$ cat src/rtl/cmp_sync_pkg.sv
package cmp_sync_pkg;
    localparam int MAX_CMP = 16;
    localparam int ADDR_W  = 6;

    localparam logic [ADDR_W-1:0] A_CFG     = 6'h00;
    localparam logic [ADDR_W-1:0] A_STAT    = 6'h01;
    localparam logic [ADDR_W-1:0] A_SCTRL   = 6'h02;
    localparam logic [ADDR_W-1:0] A_SWIDTH  = 6'h03;
    localparam logic [ADDR_W-1:0] A_SPERIOD = 6'h04;
    localparam logic [ADDR_W-1:0] A_CMPBASE = 6'h10;

    // Packed so that bit 0 is the reset enable, bits 16:1 the channel enables, bit 17 shadow
    typedef struct packed {
        logic               shadow;
        logic [MAX_CMP-1:0] ch_en;
        logic               rst_on_c0;
    } cmp_cfg_t;

    typedef struct packed {
        logic out0_en;
        logic glob_en;
    } sync_ctrl_t;

    function automatic logic [ADDR_W-1:0] cmp_word_addr(input int ch, input logic hi);
        return A_CMPBASE + ADDR_W'(2 * ch) + ADDR_W'(hi);
    endfunction
endpackage

$ cat src/rtl/cmp_sync_chan.sv
module cmp_sync_chan
    import cmp_sync_pkg::*;
#(
    parameter int CNT_W  = 64,
    parameter int DATA_W = 32,
    parameter int CH     = 0
) (
    input  logic              clk_i,
    input  logic              rst_i,
    input  logic              en_i,
    input  logic              shadow_i,
    input  logic              load_i,
    input  logic              wr_i,
    input  logic [ADDR_W-1:0] addr_i,
    input  logic [DATA_W-1:0] wdata_i,
    input  logic [CNT_W-1:0]  cnt_i,
    input  logic [CNT_W-1:0]  prev_i,
    output logic              match_o,
    output logic [CNT_W-1:0]  prog_o,
    output logic [CNT_W-1:0]  act_o
);
    localparam logic [ADDR_W-1:0] A_LO = cmp_word_addr(CH, 1'b0);
    localparam logic [ADDR_W-1:0] A_HI = cmp_word_addr(CH, 1'b1);

    logic [CNT_W-1:0] prog_q, act_q;

    always_ff @(posedge clk_i) begin
        if (rst_i) begin
            prog_q <= '0;
            act_q  <= '0;
        end else begin
            if (load_i)
                act_q <= prog_q;
            if (wr_i && addr_i == A_LO) begin
                prog_q[DATA_W-1:0] <= wdata_i;
                if (!shadow_i)
                    act_q[DATA_W-1:0] <= wdata_i;
            end
            if (wr_i && addr_i == A_HI) begin
                prog_q[CNT_W-1:DATA_W] <= wdata_i;
                if (!shadow_i)
                    act_q[CNT_W-1:DATA_W] <= wdata_i;
            end
        end
    end

    // Crossing detection: reached now, not reached in the previous cycle
    assign match_o = en_i && (cnt_i >= act_q) && (prev_i < act_q);
    assign prog_o  = prog_q;
    assign act_o   = act_q;
endmodule

$ cat src/rtl/cmp_sync_pulse.sv
module cmp_sync_pulse #(
    parameter int DATA_W = 32
) (
    input  logic              clk_i,
    input  logic              rst_i,
    input  logic              kill_i,
    input  logic              trigger_i,
    input  logic [DATA_W-1:0] width_i,
    input  logic [DATA_W-1:0] period_i,
    output logic              pulse_o
);
    logic [DATA_W-1:0] hi_left_q, per_left_q;
    logic              repeat_q;

    always_ff @(posedge clk_i) begin
        if (rst_i || kill_i) begin
            hi_left_q  <= '0;
            per_left_q <= '0;
            repeat_q   <= 1'b0;
        end else if (trigger_i) begin
            hi_left_q  <= width_i;
            per_left_q <= period_i;
            repeat_q   <= (period_i != '0);
        end else begin
            if (hi_left_q != '0)
                hi_left_q <= hi_left_q - 1'b1;
            if (repeat_q) begin
                if (per_left_q <= DATA_W'(1)) begin
                    hi_left_q  <= width_i;
                    per_left_q <= period_i;
                end else begin
                    per_left_q <= per_left_q - 1'b1;
                end
            end
        end
    end

    assign pulse_o = (hi_left_q != '0);
endmodule

$ cat src/rtl/cmp_sync_gen.sv
module cmp_sync_gen
    import cmp_sync_pkg::*;
#(
    parameter int NCMP   = 4,
    parameter int CNT_W  = 64,
    parameter int DATA_W = 32
) (
    input  logic              clk_i,
    input  logic              rst_i,
    input  logic              bus_wr_i,
    input  logic [ADDR_W-1:0] bus_addr_i,
    input  logic [DATA_W-1:0] bus_wdata_i,
    output logic [DATA_W-1:0] bus_rdata_o,
    input  logic [CNT_W-1:0]  cnt_i,
    output logic              cnt_reset_o,
    output logic              sync0_o
);
    localparam int CFG_W = $bits(cmp_cfg_t);
    localparam int SC_W  = $bits(sync_ctrl_t);

    cmp_cfg_t          cfg_q;
    sync_ctrl_t        sctrl_q;
    logic [NCMP-1:0]   stat_q, match_vec, clr_vec;
    logic [DATA_W-1:0] width_q, period_q;
    logic [CNT_W-1:0]  prev_q;
    logic [CNT_W-1:0]  prog_vec [NCMP];
    logic [CNT_W-1:0]  act_vec  [NCMP];
    logic              sync_run, sctrl_wr, pulse_kill, pulse_trig;

    always_ff @(posedge clk_i) begin
        if (rst_i) begin
            cfg_q    <= '0;
            sctrl_q  <= '0;
            stat_q   <= '0;
            width_q  <= '0;
            period_q <= '0;
            prev_q   <= '0;
        end else begin
            prev_q <= cnt_i;
            stat_q <= (stat_q & ~clr_vec) | match_vec;
            if (bus_wr_i) begin
                case (bus_addr_i)
                    A_CFG:     cfg_q    <= cmp_cfg_t'(bus_wdata_i[CFG_W-1:0]);
                    A_SCTRL:   sctrl_q  <= sync_ctrl_t'(bus_wdata_i[SC_W-1:0]);
                    A_SWIDTH:  width_q  <= bus_wdata_i;
                    A_SPERIOD: period_q <= bus_wdata_i;
                    default:   ;
                endcase
            end
        end
    end

    assign clr_vec = (bus_wr_i && bus_addr_i == A_STAT) ? bus_wdata_i[NCMP-1:0] : '0;

    generate
        for (genvar n = 0; n < NCMP; n++) begin : g_ch
            cmp_sync_chan #(
                .CNT_W (CNT_W),
                .DATA_W(DATA_W),
                .CH    (n)
            ) chan_i (
                .clk_i   (clk_i),
                .rst_i   (rst_i),
                .en_i    (cfg_q.ch_en[n]),
                .shadow_i(cfg_q.shadow),
                .load_i  (cnt_reset_o),
                .wr_i    (bus_wr_i),
                .addr_i  (bus_addr_i),
                .wdata_i (bus_wdata_i),
                .cnt_i   (cnt_i),
                .prev_i  (prev_q),
                .match_o (match_vec[n]),
                .prog_o  (prog_vec[n]),
                .act_o   (act_vec[n])
            );
        end
    endgenerate

    assign cnt_reset_o = cfg_q.rst_on_c0 && match_vec[0];

    assign sync_run   = sctrl_q.glob_en && sctrl_q.out0_en;
    assign sctrl_wr   = bus_wr_i && bus_addr_i == A_SCTRL;
    assign pulse_kill = !sync_run || (sctrl_wr && !(bus_wdata_i[0] && bus_wdata_i[1]));
    assign pulse_trig = sync_run && match_vec[1];

    cmp_sync_pulse #(.DATA_W(DATA_W)) pulse_i (
        .clk_i    (clk_i),
        .rst_i    (rst_i),
        .kill_i   (pulse_kill),
        .trigger_i(pulse_trig),
        .width_i  (width_q),
        .period_i (period_q),
        .pulse_o  (sync0_o)
    );

    always_comb begin
        bus_rdata_o = '0;
        case (bus_addr_i)
            A_CFG:     bus_rdata_o = DATA_W'(cfg_q);
            A_STAT:    bus_rdata_o = DATA_W'(stat_q);
            A_SCTRL:   bus_rdata_o = DATA_W'(sctrl_q);
            A_SWIDTH:  bus_rdata_o = width_q;
            A_SPERIOD: bus_rdata_o = period_q;
            default:   ;
        endcase
        for (int n = 0; n < NCMP; n++) begin
            if (bus_addr_i == cmp_word_addr(n, 1'b0))
                bus_rdata_o = prog_vec[n][DATA_W-1:0];
            if (bus_addr_i == cmp_word_addr(n, 1'b1))
                bus_rdata_o = prog_vec[n][CNT_W-1:DATA_W];
        end
    end
endmodule

$ cat config.mk
export PLATFORM = sky130hd
export DESIGN_NAME = cmp_sync_gen
export DESIGN_NICKNAME = d
export VERILOG_FILES = /design/src/rtl/cmp_sync_pkg.sv /design/src/rtl/cmp_sync_chan.sv /design/src/rtl/cmp_sync_pulse.sv /design/src/rtl/cmp_sync_gen.sv
export SDC_FILE = /design/constraint.sdc
export NUM_CORES = 2
export LEC_CHECK = 0
export ABC_AREA = 1
export BUFFER_PORTS_ARGS = -buffer_cell sky130_fd_sc_hd__buf_2
export CAP_MARGIN = 20
export CORE_AREA = 5 5 217 429
export CTS_CLUSTER_DIAMETER = 30
export DETAILED_ROUTE_END_ITERATION = 7
export DIE_AREA = 0 0 222 434
export GPL_TIMING_DRIVEN = 0
export PLACE_DENSITY = 0.69
export SYNTH_ARGS = -nofsm -noshare
export SYNTH_HDL_FRONTEND = slang
export SYNTH_HIERARCHICAL = 1
export SYNTH_SLANG_ARGS = --single-unit
$ cat constraint.sdc
create_clock -name clk_i -period 3.6 [get_ports clk_i]
set_input_delay 0.36 -clock clk_i [delete_from_list [all_inputs] [get_ports clk_i]]
set_output_delay 0.36 -clock clk_i [all_outputs]
set_load 0.005 [all_outputs]
# Word level (Yosys, flattened, before mapping)
# Index checks and enable logic that the tools add are counted.
word_totals:
  ff_bits: 729
  in_bits: 105
  output_inout_bits: 34
  wordCells: 122
op_classes:
  addsub: 2
  order_cmp: 9
  n_eq_ne: 12
  n_mux: 37
  bitwise_logic: 3
  reduce_logical: 35
op_table:
  columns: ["operator", "n"]
  rows:
  - ["$mux 32", 31]
  - ["$ge 64x64->1", 4]
  - ["$lt 64x64->1", 4]
  - ["$mux 64", 4]
  - ["$pmux 32 s5", 1]
  - ["$reduce_bool 32->1", 2]
  - ["$sub 32x1->32 const B", 2]
  - ["$eq 6x5->1 const B", 8]
  - ["$le 32x1->1 const B", 1]
  - ["$logic_and 1x1->1", 23]
  - ["$eq 6x2->1 const B", 2]
  - ["$reduce_and 2->1", 4]
  - ["$eq 6x1->1 const B", 1]
  - ["$eq 6x3->1 const B", 1]
  - ["$logic_not 6->1", 1]
  - ["$and 4x4->4", 1]
  - ["$mux 4", 1]
  - ["$not 4->4", 1]
  - ["$or 4x4->4", 1]
  - ["$logic_not 1->1", 2]
  - ["$logic_or 1x1->1", 2]
  - ["$reduce_bool 2->1", 1]

# Longest topological paths before layout
logic_depth:
  ltp_word: 10
  depth_mapped: 25
  ltp_nobuf: 24

# Hierarchy
# The synthesis kept the hierarchy.
modules_own_cells:
  columns: ["module", "instances", "cells_per_inst", "area_each_um2", "seq_area_each_um2"]
  rows:
  - ["cmp_sync_chan (g_ch[3].chan_i)", 1, 1091, 8089.0, 2562.5]
  - ["cmp_sync_chan (g_ch[0].chan_i)", 1, 1089, 8011.4, 2562.5]
  - ["cmp_sync_chan (g_ch[1].chan_i)", 1, 1091, 8010.2, 2562.5]
  - ["cmp_sync_chan (g_ch[2].chan_i)", 1, 1088, 7930.1, 2562.5]
  - ["cmp_sync_gen", 1, 1179, 7399.6, 3042.9]
  - ["cmp_sync_pulse", 1, 788, 4738.3, 1301.2]

# Least setup slack after synthesis
# OpenSTA, ideal clock, no wires.
synth_path:
  kind: "register -> register"
  start: "register g_ch[1].chan_i.act_q[31]"
  end: "register pulse_i.per_left_q[15]"
  setup_ns: 0.073
  arrival_time_ns: 2.477
  t_required_ns: 3.527
  slack_ns: 1.049
  path_stages_with_launch: 20
  n_path_buf: 1
  period_less_slack_ns: 2.551
  cell_sequence: "dfxtp_1 -> inv_1 -> ha_1 -> nand4_1 -> nor3_1 -> nand2_1 -> nor3_1 -> nand2_1 -> nand2_1 -> nand2_1 -> nand2_1 -> nor2_1 -> inv_1 -> nor2_1 -> nor2_2 -> inv_1 -> nor2_1 -> clkbuf_1 -> nand2_1 -> o211ai_2"
synth_via:
  elab_chain_cells: 5
  word_cells_on_any_way: 7
  cone_classes: "order compare: 2; mux: 1; reduce/logical: 4"
synth_lines:
  columns: ["item", "line", "text"]
  rows:
  - ["from (decl)", "cmp_sync_chan.sv:25", "logic [CNT_W-1:0] prog_q, act_q;"]
  - ["from (signal assigned)", "cmp_sync_chan.sv:33", "act_q <= prog_q;"]
  - ["from (signal, indexed assignment)", "cmp_sync_chan.sv:37", "act_q[DATA_W-1:0] <= wdata_i;"]
  - ["from (signal, indexed assignment)", "cmp_sync_chan.sv:42", "act_q[CNT_W-1:DATA_W] <= wdata_i;"]
  - ["$ge 64x64->1", "cmp_sync_chan.sv:48", "assign match_o = en_i && (cnt_i >= act_q) && (prev_i < act_q);"]
  - ["$logic_and 1x1->1", "cmp_sync_chan.sv:48", null]
  - ["$logic_and 1x1->1 *", "cmp_sync_chan.sv:48", null]
  - ["named net match_vec[1]", "cmp_sync_gen.sv:23", "logic [NCMP-1:0] stat_q, match_vec, clr_vec;"]
  - ["$logic_and 1x1->1 *", "cmp_sync_gen.sv:84", "assign pulse_trig = sync_run && match_vec[1];"]
  - ["named net pulse_trig", "cmp_sync_gen.sv:28", "logic sync_run, sctrl_wr, pulse_kill, pulse_trig;"]
  - ["$mux 32 or $reduce_bool 2->1 (tied branches)", null, null]
  - ["to (signal assigned)", "cmp_sync_pulse.sv:22", "per_left_q <= period_i;"]
  - ["to (signal assigned)", "cmp_sync_pulse.sv:30", "per_left_q <= period_i;"]
  - ["to (signal assigned)", "cmp_sync_pulse.sv:32", "per_left_q <= per_left_q - 1'b1;"]
  - ["to (decl)", "cmp_sync_pulse.sv:12", "logic [DATA_W-1:0] hi_left_q, per_left_q;"]
# Mark *: on every way through the listed nets, which the timed path passes. The rest lies on a longest branch.
# A chain may end at the register's enable or synchronous reset.

# Worst setup path in the final report
layout_path:
  start: "register g_ch[0].chan_i.act_q[30]"
  end: "output cnt_reset_o"
layout_via:
  elab_chain_cells: 4
  word_cells_on_any_way: 5
  cone_classes: "order compare: 2; reduce/logical: 3"
layout_lines:
  columns: ["item", "line", "text"]
  rows:
  - ["from (decl)", "cmp_sync_chan.sv:25", null]
  - ["from (signal assigned)", "cmp_sync_chan.sv:33", null]
  - ["from (signal, indexed assignment)", "cmp_sync_chan.sv:37", null]
  - ["from (signal, indexed assignment)", "cmp_sync_chan.sv:42", null]
  - ["$ge 64x64->1", "cmp_sync_chan.sv:48", null]
  - ["$logic_and 1x1->1", "cmp_sync_chan.sv:48", null]
  - ["$logic_and 1x1->1 *", "cmp_sync_chan.sv:48", null]
  - ["named net match_vec[0]", "cmp_sync_gen.sv:23", null]
  - ["$logic_and 1x1->1 *", "cmp_sync_gen.sv:79", "assign cnt_reset_o = cfg_q.rst_on_c0 && match_vec[0];"]
  - ["to (decl)", "cmp_sync_gen.sv:15", "output logic cnt_reset_o,"]
# Marks and branches as above.

==> flow_metrics.env <==
export IMPL_ys_warnings_count=6
export IMPL_clock_latency_ns=0.76
export IMPL_seq_power_share_pct=37.4
export IMPL_vias=47080
export IMPL_grt_pass1_vias=45100
export IMPL_power_frac_clock_pct=53.5
export IMPL_cp_end_kind="output pin"
export IMPL_route_antenna_remaining_nets=0
export IMPL_rows=155
export IMPL_outcome="finished with violations"
export IMPL_drc=0
export IMPL_startpoint_type="flop"
export IMPL_syn_avg_cell_area_sq_um=6.984
export IMPL_postLayoutCoreUtil_pct=58.11
export IMPL_dpl_hpwl_um=172200
export IMPL_viasPerCell=5.925
export IMPL_gr_total_overflow=0
export IMPL_ys_seq_area_share_pct=33.03
export IMPL_crit_top_cell="nand2_1"
export IMPL_async_reset_ff_share_pct=0
export IMPL_p_int_mw=15.92
export IMPL_cts_root_buf="clkbuf_16"
export IMPL_finalHoldViolations=0
export IMPL_total_power_mw=22.16
export IMPL_violations="negative setup slack"
export IMPL_yosys_most_used_dff="dfxtp_1"
export IMPL_cts_made_buffers=113
export IMPL_worstSetupPathType="flop to output pin"
export IMPL_grtUsageTotal_pct=43.26
export IMPL_die_x_um=222
export IMPL_start_util_pct=49.52
export IMPL_leakage_nw=22.61
export IMPL_slew_viol_final=0
export IMPL_first_iter_violations=4320
export IMPL_critPathRequiredTime_ns=3.24
export IMPL_synth_ff_latch_count=729
export IMPL_layout_drive_gt1_share_pct=11.04
export IMPL_cts_tree="done"
export IMPL_cts_max_path_buffers=3
export IMPL_synth_cells=6326
export IMPL_fmax_mhz=271.4
export IMPL_critical_path_slowest_cell="ha_1"
export IMPL_layout_nets=7278
export IMPL_powerDensity_mw_per_mm2=427.6
export IMPL_cp_slowest_stage_delay_ns=0.36
export IMPL_path_cells="clkinvlp_4, ha_1, nand2_1, nor2_1, nand2_1, nor4_1, nand2_1, nand2_4, a21oi_2, nor2_4, nand2_2, clkinvlp_4, buf_12, buf_6"
export IMPL_routedWlPerCell_um=27.19
export IMPL_synth_nets=6943
export IMPL_antenna_found_initial=14
export IMPL_irDropWorstVdd_v=0.0004500
export IMPL_tightest_slew_ns=1.010
export IMPL_finalSetupTns_ns=-0.08458
export IMPL_hp_class="input port to flop"
export IMPL_clock_sinks=729
export IMPL_setup_viol=1
export IMPL_fp_dieH_um=434
export IMPL_drt_pass1_iter_count=6
export IMPL_globalplace_congestion=1.100
export IMPL_grt_pass1_wl_um=304600
export IMPL_fp_dieArea_sq_mm=0.09635
export IMPL_pin_count=139
export IMPL_synth_cell_types=55
export IMPL_h_tree_depth=3
export IMPL_timing_final_ws_setup_ns=-0.08458
export IMPL_synth_edf_count=0
export IMPL_crit_arrival_ns=3.32
export IMPL_period_needed_ns=3.685
export IMPL_maxCapViolCount=0
export IMPL_core_sq_mm=0.08921
export IMPL_skew_ns=0.05143
export IMPL_rsz0062_at_grt="true"
export IMPL_pre_cts_ws_ns=-1.389
export IMPL_swShare_pct=28.18
export IMPL_crit_family="simple AND/OR/NAND/NOR gates"
export IMPL_period_share_pct=102.3
export IMPL_max_slew_margin_pct=32.66
export IMPL_worst_path_buf_inv=4
export IMPL_synth_area_sq_mm=0.04418
export IMPL_switchingPower_mw=6.246
export IMPL_wirelength_um=216100
export IMPL_synthToLayoutAreaGrowth_pct=17.34
export IMPL_port_buffers=138
export IMPL_grt_max_degree=17
export IMPL_clkTransAtPathRegs_ns=0.07
export IMPL_comb_power_share_pct=9.1
export IMPL_critical_path_max_fanout=8
==> placed cells by master, fill, tap and decap left out, drive strengths merged, types with 2 or more instances in the layout <==
cell type	n
xnor2	6
xor2	23
nand3	125
nor3b	8
clkinv	30
diode	10
nand3b	7
o21ai	638
o21a	20
clkbuf	265
nor2	909
buf	302
bufinv	13
inv	705
ha	512
clkinvlp	19
a31oi	7
or2	6
o21bai	2
nand2	1204
a21oi	888
dfxtp	729
a21o	4
a221oi	56
nor4	16
nor4b	4
o211ai	20
nor3	42
a211oi	16
dlygate4sd3	64
nand4	114
==> cell families after synthesis <==
| logic type | synth area share, % |
|---|---|
| flops | 33.03 |
| xor+xnor | 0.5749 |
| mux | 0.02266 |
| simple gates | 22.85 |
| buf+inv | 8.760 |
| compound gates | 20.26 |
| fa+ha+maj | 14.50 |
==> area by class of cell <==
class,count,area (sq um)
inverters,680,2589
clock buffers,127,2992
plain buffers,283,1483
diodes,10,25.02
flip-flops and latches,729,14610
fillers,8843,37370
well taps,1177,1473
clock inverters,87,1125
multi-input cells,4633,25970
repair buffers,221,1570
==> power by group through the flow <==
| stage | clock [mW] | combinational, mW | sequential [mW] |
|---|---|---|---|
| final | 11.9 | 2.02 | 8.29 |
| after global routing | 12.3 | 2.19 | 8.29 |
| after CTS | 11.9 | 1.93 | 8.28 |
| after detailed placement | 0 | 1.85 | 8.46 |
| after global placement | 0 | 1.80 | 8.46 |
| after floorplan | 0 | 1.05 | 8.38 |
==> through the flow <==
step	cells	area, sq um	hold WS [ns]
after floorplan	6326	44180	0.4387
after global placement	7641	46340	0.4487
after detailed placement	7643	46400	0.4540
after CTS	7932	51490	0.1163
after global routing	7939	51820	0.1550
final	7947	51840	0.1781
==> per-layer routing <==
layer  GRT usage (%)  share of wire, %  vias to the layer above
li1                -                 -                    21780
met1           40.90                31                    21800
met2           72.99                46                     2489
met3           9.328               7.7                     1007
met4           48.55                15                       10
met5               0             0.031                        -
==> Yosys cell counts, types with 21 or more instances <==
cell	n	area, sq um
nand2_1	1184	4444
a21oi_1	888	4444
nor2_1	880	3303
dfxtp_1	729	14590
inv_1	651	2444
o21ai_0	590	2953
ha_1	512	6406
clkbuf_1	142	533.0
nand3_1	123	615.6
nand4_1	114	713.2
buf_2	94	470.5
o21ai_1	48	240.2
a221oi_2	40	600.6
nor3_1	39	195.2
inv_2	24	90.09
xor2_1	23	201.4
buf_1	21	78.83
==> tightest hold or removal path: cells and delay by family <==
| family | cells | cell delay (ns) |
|---|---|---|
| compound gates | 1 | 0.06 |
| simple gates | 1 | 0.15 |
| buf+inv | 1 | 0.28 |
==> path summary, 6_finish.rpt <==
kind / from / slack (ns) / cells after the start / to
setup / recovery: g_ch[0].chan_i/act_o[30]$_SDFF_PP0_ / -0.08 / 14 / cnt_reset_o
hold / removal: bus_wdata_i[27] / 0.18 / 3 / period_q[27]$_SDFFE_PP0P_
setup reg to reg: g_ch[0].chan_i/act_o[30]$_SDFF_PP0_ / 0.03 / 17 / g_ch[3].chan_i/act_o[56]$_SDFF_PP0_
hold reg to reg: cfg_q[9]$_SDFFE_PP0P_ / 0.46 / 2 / cfg_q[9]$_SDFFE_PP0P_
==> flip-flops by register name, summed over array words and instances (netlist names), 2 cells and up <==
register	cells
pulse_i/per_left_q	32
g_ch.chan_i/prog_o	256
sctrl_q	2
period_q	32
g_ch.chan_i/act_o	256
prev_q	64
cfg_q	18
stat_q	4
pulse_i/hi_left_q	32
width_q	32
==> what timing repair did <==
item	in CTS	in global routing
pin swaps	9	19
hold buffers	64	0
buffers inserted	11	5
setup endpoints to repair	322	320
endpoints found under the hold margin	64	0
resized for setup	85	161
No activity file was read; power rests on OpenSTA's default activity.
